--- src/rtl/rblk_pkg.sv ---
package rblk_pkg;

    // Sequencer states
    typedef enum logic {
        ST_IDLE = 1'b0,
        ST_RUN  = 1'b1
    } rblk_state_e;

    // Which jump applies at the next step
    typedef enum logic [1:0] {
        ADV_BEAT  = 2'd0,
        ADV_BURST = 2'd1,
        ADV_BLOCK = 2'd2
    } rblk_adv_e;

endpackage

--- src/rtl/rblk_addr_lane.sv ---
module rblk_addr_lane
    import rblk_pkg::*;
#(
    parameter int AW         = 32,
    parameter int BOW        = 14,
    parameter int KOW        = 17,
    parameter int BEAT_BYTES = 4
) (
    input  logic                  clk,
    input  logic                  rst_n,
    input  logic                  load,
    input  logic                  adv,
    input  rblk_adv_e             kind,
    input  logic [AW-1:0]         base,
    input  logic signed [BOW-1:0] burst_ofs,
    input  logic signed [KOW-1:0] blk_ofs,
    output logic [AW-1:0]         addr
);

    localparam logic [AW-1:0] BEAT_A = AW'(BEAT_BYTES);

    logic signed [BOW-1:0] burst_q;
    logic signed [KOW-1:0] blk_q;
    logic [AW-1:0]         jump;
    logic [AW-1:0]         addr_nx;

    // The block jump replaces the burst jump at a block boundary
    always_comb begin
        unique case (kind)
            ADV_BURST: jump = {{(AW-BOW){burst_q[BOW-1]}}, burst_q};
            ADV_BLOCK: jump = {{(AW-KOW){blk_q[KOW-1]}}, blk_q};
            default:   jump = '0;
        endcase
        addr_nx = addr + BEAT_A + jump;
    end

    always_ff @(posedge clk or negedge rst_n) begin
        if (!rst_n) begin
            addr    <= '0;
            burst_q <= '0;
            blk_q   <= '0;
        end else if (load) begin
            addr    <= base;
            burst_q <= burst_ofs;
            blk_q   <= blk_ofs;
        end else if (adv) begin
            addr    <= addr_nx;
        end
    end


    beat_step_chk: assert property (@(posedge clk) disable iff (!rst_n)
        (adv && !load && kind == ADV_BEAT) |=> (addr == $past(addr) + BEAT_A));


    lane_hold_chk: assert property (@(posedge clk) disable iff (!rst_n)
        (!adv && !load) |=> $stable(addr));

endmodule

--- src/rtl/rblk_seq_ctr.sv ---
module rblk_seq_ctr
    import rblk_pkg::*;
#(
    parameter int CW         = 16,
    parameter int BW         = 16,
    parameter int RW         = 11,
    parameter int BEAT_BYTES = 4
) (
    input  logic          clk,
    input  logic          rst_n,
    input  logic          load,
    input  logic          adv,
    input  logic [CW-1:0] blk_bytes,
    input  logic [BW-1:0] burst_bytes,
    input  logic [RW-1:0] rpt_m1,
    output rblk_adv_e     kind,
    output logic          end_burst,
    output logic          end_block,
    output logic          end_seq
);

    localparam logic [CW-1:0] BEAT_C = CW'(BEAT_BYTES);
    localparam logic [BW-1:0] BEAT_B = BW'(BEAT_BYTES);

    logic [CW-1:0] blk_cfg, blk_left;
    logic [BW-1:0] burst_cfg, burst_left;
    logic [RW-1:0] rep_left;

    always_comb begin
        end_block = (blk_left <= BEAT_C);
        end_burst = end_block || (burst_left <= BEAT_B);
        end_seq   = end_block && (rep_left == '0);
        if (end_block)      kind = ADV_BLOCK;
        else if (end_burst) kind = ADV_BURST;
        else                kind = ADV_BEAT;
    end

    always_ff @(posedge clk or negedge rst_n) begin
        if (!rst_n) begin
            blk_cfg    <= '0;
            burst_cfg  <= '0;
            blk_left   <= '0;
            burst_left <= '0;
            rep_left   <= '0;
        end else if (load) begin
            blk_cfg    <= blk_bytes;
            burst_cfg  <= burst_bytes;
            blk_left   <= blk_bytes;
            burst_left <= burst_bytes;
            rep_left   <= rpt_m1;
        end else if (adv && !end_seq) begin
            if (end_block) begin
                blk_left   <= blk_cfg;
                burst_left <= burst_cfg;
                rep_left   <= rep_left - 1'b1;
            end else begin
                blk_left   <= blk_left - BEAT_C;
                burst_left <= end_burst ? burst_cfg : (burst_left - BEAT_B);
            end
        end
    end


    rep_dec_chk: assert property (@(posedge clk) disable iff (!rst_n)
        (adv && !load && end_block && !end_seq) |=> (rep_left == $past(rep_left) - 1'b1));


    burst_restart_chk: assert property (@(posedge clk) disable iff (!rst_n)
        (adv && !load && end_block && !end_seq) |=> (burst_left == burst_cfg));

endmodule

--- src/rtl/rblk_addr_gen.sv ---
module rblk_addr_gen
    import rblk_pkg::*;
#(
    parameter int AW         = 32,
    parameter int CW         = 16,
    parameter int BW         = 16,
    parameter int RW         = 11,
    parameter int BOW        = 14,
    parameter int KOW        = 17,
    parameter int BEAT_BYTES = 4
) (
    input  logic                  clk,
    input  logic                  rst_n,
    input  logic                  start,
    input  logic [AW-1:0]         src_base,
    input  logic [AW-1:0]         dst_base,
    input  logic [CW-1:0]         blk_bytes,
    input  logic [BW-1:0]         burst_bytes,
    input  logic [RW-1:0]         rpt_m1,
    input  logic signed [BOW-1:0] src_burst_ofs,
    input  logic signed [BOW-1:0] dst_burst_ofs,
    input  logic signed [KOW-1:0] src_blk_ofs,
    input  logic signed [KOW-1:0] dst_blk_ofs,
    input  logic                  step,
    output logic                  busy,
    output logic [AW-1:0]         src_addr,
    output logic [AW-1:0]         dst_addr,
    output logic                  burst_end,
    output logic                  block_end,
    output logic                  seq_end
);

    localparam int LANES = 2;

    rblk_state_e state, state_nx;
    rblk_adv_e   kind;
    logic        c_end_burst, c_end_block, c_end_seq;
    logic        load, adv;

    logic [LANES-1:0][AW-1:0]  lane_base;
    logic [LANES-1:0][BOW-1:0] lane_bofs;
    logic [LANES-1:0][KOW-1:0] lane_kofs;
    logic [LANES-1:0][AW-1:0]  lane_addr;

    // State register
    always_ff @(posedge clk or negedge rst_n) begin
        if (!rst_n) state <= ST_IDLE;
        else        state <= state_nx;
    end

    // Transitions: hold, launch, advance, retire
    always_comb begin
        state_nx = state;
        unique case (state)
            ST_IDLE: if (start)             state_nx = ST_RUN;
            ST_RUN:  if (step && c_end_seq) state_nx = ST_IDLE;
            default:                        state_nx = ST_IDLE;
        endcase
    end

    // Outputs and strobes
    always_comb begin
        busy      = (state == ST_RUN);
        load      = (state == ST_IDLE) && start;
        adv       = busy && step;
        burst_end = busy && c_end_burst;
        block_end = busy && c_end_block;
        seq_end   = busy && c_end_seq;
    end

    assign lane_base = {dst_base, src_base};
    assign lane_bofs = {dst_burst_ofs, src_burst_ofs};
    assign lane_kofs = {dst_blk_ofs, src_blk_ofs};
    assign src_addr  = lane_addr[0];
    assign dst_addr  = lane_addr[1];

    rblk_seq_ctr #(
        .CW(CW), .BW(BW), .RW(RW), .BEAT_BYTES(BEAT_BYTES)
    ) u_ctr (
        .clk        (clk),
        .rst_n      (rst_n),
        .load       (load),
        .adv        (adv),
        .blk_bytes  (blk_bytes),
        .burst_bytes(burst_bytes),
        .rpt_m1     (rpt_m1),
        .kind       (kind),
        .end_burst  (c_end_burst),
        .end_block  (c_end_block),
        .end_seq    (c_end_seq)
    );

    for (genvar g = 0; g < LANES; g++) begin : g_lane
        rblk_addr_lane #(
            .AW(AW), .BOW(BOW), .KOW(KOW), .BEAT_BYTES(BEAT_BYTES)
        ) u_lane (
            .clk      (clk),
            .rst_n    (rst_n),
            .load     (load),
            .adv      (adv && !c_end_seq),
            .kind     (kind),
            .base     (lane_base[g]),
            .burst_ofs(lane_bofs[g]),
            .blk_ofs  (lane_kofs[g]),
            .addr     (lane_addr[g])
        );
    end


    launch_load_chk: assert property (@(posedge clk) disable iff (!rst_n)
        (!busy && start) |=> (busy && src_addr == $past(src_base) && dst_addr == $past(dst_base)));


    flag_nest_chk: assert property (@(posedge clk) disable iff (!rst_n)
        (block_end |-> burst_end) and (seq_end |-> block_end));


    retire_chk: assert property (@(posedge clk) disable iff (!rst_n)
        (seq_end && step) |=> (!busy && $stable(src_addr) && $stable(dst_addr)));


    idle_quiet_chk: assert property (@(posedge clk) disable iff (!rst_n)
        (!busy && !start) |=> ($stable(src_addr) && $stable(dst_addr) && !burst_end && !seq_end));

endmodule

--- config.mk ---
export PLATFORM = sky130hd
export DESIGN_NAME = rblk_addr_gen
export DESIGN_NICKNAME = d
export VERILOG_FILES = /design/src/rtl/rblk_pkg.sv /design/src/rtl/rblk_addr_lane.sv /design/src/rtl/rblk_seq_ctr.sv /design/src/rtl/rblk_addr_gen.sv
export SDC_FILE = /design/constraint.sdc
export NUM_CORES = 1
export LEC_CHECK = 0
export ABC_AREA = 0
export BUFFER_PORTS_ARGS = -buffer_cell sky130_fd_sc_hd__buf_2
export CAP_MARGIN = 20
export CELL_PAD_IN_SITES_DETAIL_PLACEMENT = 0
export CELL_PAD_IN_SITES_GLOBAL_PLACEMENT = 2
export CORE_ASPECT_RATIO = 0.8
export CORE_UTILIZATION = 30
export DETAILED_ROUTE_END_ITERATION = 16
export PLACE_DENSITY = 0.74
export SETUP_SLACK_MARGIN = 0.2
export SYNTH_ARGS = -nofsm -noshare
export SYNTH_HDL_FRONTEND = slang
export SYNTH_SLANG_ARGS = --single-unit
--- constraint.sdc ---
create_clock -name clk -period 4.73 [get_ports clk]
set_input_delay 0.946 -clock clk [delete_from_list [all_inputs] [get_ports clk]]
set_output_delay 0.946 -clock clk [all_outputs]
set_load 0.01 [all_outputs]
==> impl_metrics.csv <==
group,metric,value,unit
cts,insertion_delay,0.55,ns
cts,cts.sinks,202,
layout,seq_area,5050,sq um
cts,cts_root_buf,"clkbuf_16",
global_routing,grt_max_degree,122,
synth,yosysSeqAreaShare,38.2,%
layout,postLayoutCoreUtil,40.0,%
timing,period_share,94.7,%
synth,syn_area_per_cell,8.13,sq um
timing,tightest_slew,1.00,ns
floorplan,pin_count,241,
timing,timing.slew.headroom,33.2,%
power_and_ir_drop,vdd_drop_max,0.000259,V
place,hpwl,31.9,mm
cts,tritoncts,"built",
layout,fin_nets,2206,
routing,post_drt_wl_per_cell,18.1,um
timing,hold_viol,0,
run_status,status,"finished clean",
layout,area_growth_syn_to_layout,31.0,%
global_routing,antenna_found_initial,1,
synth,synth_ff_type,"dfrtp_1",
timing,setup_viol,0,
global_routing,grtUsageTotal,19.3,%
synth,postSynth.asyncResetShare,100,%
global_routing,first_global_vias,12292,
timing,finalClockSkew,0.0134,ns
floorplan,die_h,190,um
floorplan,rows,68,
routing,viasPerCell,5.05,
power_and_ir_drop,powerDensity,451,nW/um^2
synth,syn_nets,1929,
synth,synthCells,1627,
layout,fillers,4464,
cts,cts_max_level,1,
worst_setup_path,crit_type,"flip-flop to flip-flop",
layout,diodes,0,
floorplan,die_area,45000,sq um
worst_setup_path,endpoint_kind,"flip-flop",
layout,drive_gt1_share,26.4,%
synth,ys_warn_count,0,
synth,synth_cell_types,62,
worst_hold_path,worstHoldPathType,"input pin to asynchronous set/reset pin",
layout,final_common_cell,"nand2_1",
routing,drt.antenna.violating_nets,0,
synth,ys_ff_latch,202,
floorplan,start_util,30.6,%
global_routing,grt-ovfl-total,0,
synth,synth_edf_count,0,
run,max_cap_viol_count,0,
synth,synth.cell_area,13200,sq um
global_routing,grt_pass1_wl,69.2,mm
cts,postCtsHoldBufs,0,
floorplan,core_area,43300,sq um
timing,report.final.slew_viol_count,0,
place,place.gp.congestion,0.866,
timing,clock.fmax,0.223,GHz
worst_setup_path,cp.required,5.16,ns
cts,clk_path_buf_depth,3,
routing,drc,0,
timing,period_needed,4.48,ns
routing,drt_iter0_drc,686,
routing,via_count,12539,
floorplan,die_x,237,um
worst_setup_path,crit_path_start_kind,"flip-flop",
layout,multi_input_area,8560,sq um
routing,drt-total-wl,45.0,mm
worst_setup_path,arrival,4.91,ns
worst_setup_path,cp_max_fo,10,
place,placed_area,15400,sq um
routing,dr.pass1.iters,5,
place,numPortBuffers,240,
power_and_ir_drop,total_leakage_power,8.52,nW
cts,clk_pin_slew,0.06,ns
timing,rsz0062_at_grt,"yes",
layout,design_area,17300,sq um
worst_setup_path,worstRegToRegCells,18,
cts,cts_buffers,25,
layout,final_cell_mix,"nand2_1, buf_2, dfrtp_1, a21oi_1, nor2_1",
==> per-stage QoR <==
step                      power [mW]  setup slack [ns]  hold WS [ns]  cells  TNS, ns
after floorplan                 4.53             0.104         0.437   1627        0
after global placement          5.60            0.0631         0.453   2407        0
after detailed placement        5.61           -0.0340         0.461   2407  -0.0774
after CTS                       7.69             0.159         0.477   2462        0
after global routing            8.37            0.0277         0.496   2482        0
final                           7.81             0.249         0.435   2482        0
==> repair_timing <==
action	4_1_cts	5_1_grt
cloned	0	2
setup endpoints to repair	23	30
resized for setup	29	111
pin swaps	23	62
buffers inserted	10	18
==> Yosys cell counts, drive strengths merged, types with 5 or more instances <==
master | instances | area share [%]
nand2 | 446 | 13
dfrtp | 202 | 38
a21oi | 137 | 5.2
ha | 127 | 12
nor2 | 113 | 3.2
o21ai | 105 | 4.0
clkbuf | 55 | 1.6
nand3 | 48 | 1.8
xnor2 | 44 | 2.9
a21o | 33 | 1.9
buf | 30 | 1.0
nor3 | 29 | 1.2
inv | 27 | 0.77
a31oi | 25 | 1.2
xor2 | 20 | 1.3
a211oi | 15 | 0.85
nor2b | 14 | 0.66
and3 | 12 | 0.57
nor4 | 11 | 0.75
o21bai | 11 | 0.62
o22ai | 10 | 0.47
nand2b | 9 | 0.43
mux2i | 8 | 0.61
o221ai | 8 | 0.53
or2 | 8 | 0.38
a221o | 7 | 0.53
nand4 | 7 | 0.33
o21a | 7 | 0.40
or3 | 7 | 0.33
nor3b | 5 | 0.28
==> worst paths after layout <==
check                                     from                         to  slack (ns)
max in group asynchronous                rst_n          u_ctr.blk_cfg[11]        3.20
min                                      rst_n  g_lane[0].u_lane.addr[29]        0.43
min in group clk            u_ctr.burst_cfg[8]         u_ctr.burst_cfg[8]        0.47
min reg2reg                 u_ctr.burst_cfg[8]         u_ctr.burst_cfg[8]        0.47
max reg2reg                u_ctr.burst_left[8]  g_lane[0].u_lane.addr[27]        0.25
max                        u_ctr.burst_left[8]  g_lane[0].u_lane.addr[27]        0.25
==> cells by family (layout without fill, tap and decap cells) <==
family / after synthesis / in the layout / synth area share [%]
AO/OA/AOI/OAI: 391 / 391 / 17.7
XOR/XNOR: 64 / 64 / 4.24
adder cells (fa/ha/maj): 129 / 129 / 12.3
buffers and inverters: 112 / 407 / 3.38
flip-flops: 202 / 202 / 38.2
multiplexers: 8 / 8 / 0.605
AND/OR/NAND/NOR: 721 / 721 / 23.5
==> where the power goes <==
part	internal, mW	switching [mW]
logic	1.32	1.57
registers	2.36	0.600
clock network	1.15	0.807
==> critical path: stages, from the launching register on <==
cell      delay (ns)
dfrtp_1         0.38
or4_4           0.56
nor4_4          0.25
and4bb_4        0.30
buf_12          0.15
and3_4          0.18
a21oi_1         0.04
ha_1            0.32
fa_2            0.41
nor2b_2         0.13
o211ai_1        0.12
a31oi_1         0.26
a41o_1          0.30
nand4b_1        0.25
a31oi_4         0.30
o21ai_2         0.08
mux2i_1         0.13
a21oi_1         0.15
nor2_1          0.05
==> registers in the layout, summed over array words and instances (netlist names) <==
| register | count |
|---|---|
| g_lane.u_lane.addr | 64 |
| u_ctr.blk_cfg | 16 |
| g_lane.u_lane.burst_q | 28 |
| u_ctr.burst_cfg | 16 |
| u_ctr.burst_left | 16 |
| busy | 1 |
| u_ctr.blk_left | 16 |
| u_ctr.rep_left | 11 |
| g_lane.u_lane.blk_q | 34 |
==> area by class of cell <==
type                            instances  share of cell area, %
Multi-Input combinational cell       1313                   49.4
Sequential cell                       202                   29.2
Clock buffer                           35                   4.29
Timing Repair Buffer                  335                   12.1
Clock inverter                         10                  0.477
Tap cell                              560                   4.04
Inverter                               27                  0.585
==> metal layers <==
metal	share of wire, %	GRT usage [%]
met5	0	0
met4	2.2	4.12
met3	3.8	2.83
met2	45	30.1
met1	49	28.2
Note: power is estimated with default switching activity, not from simulation.
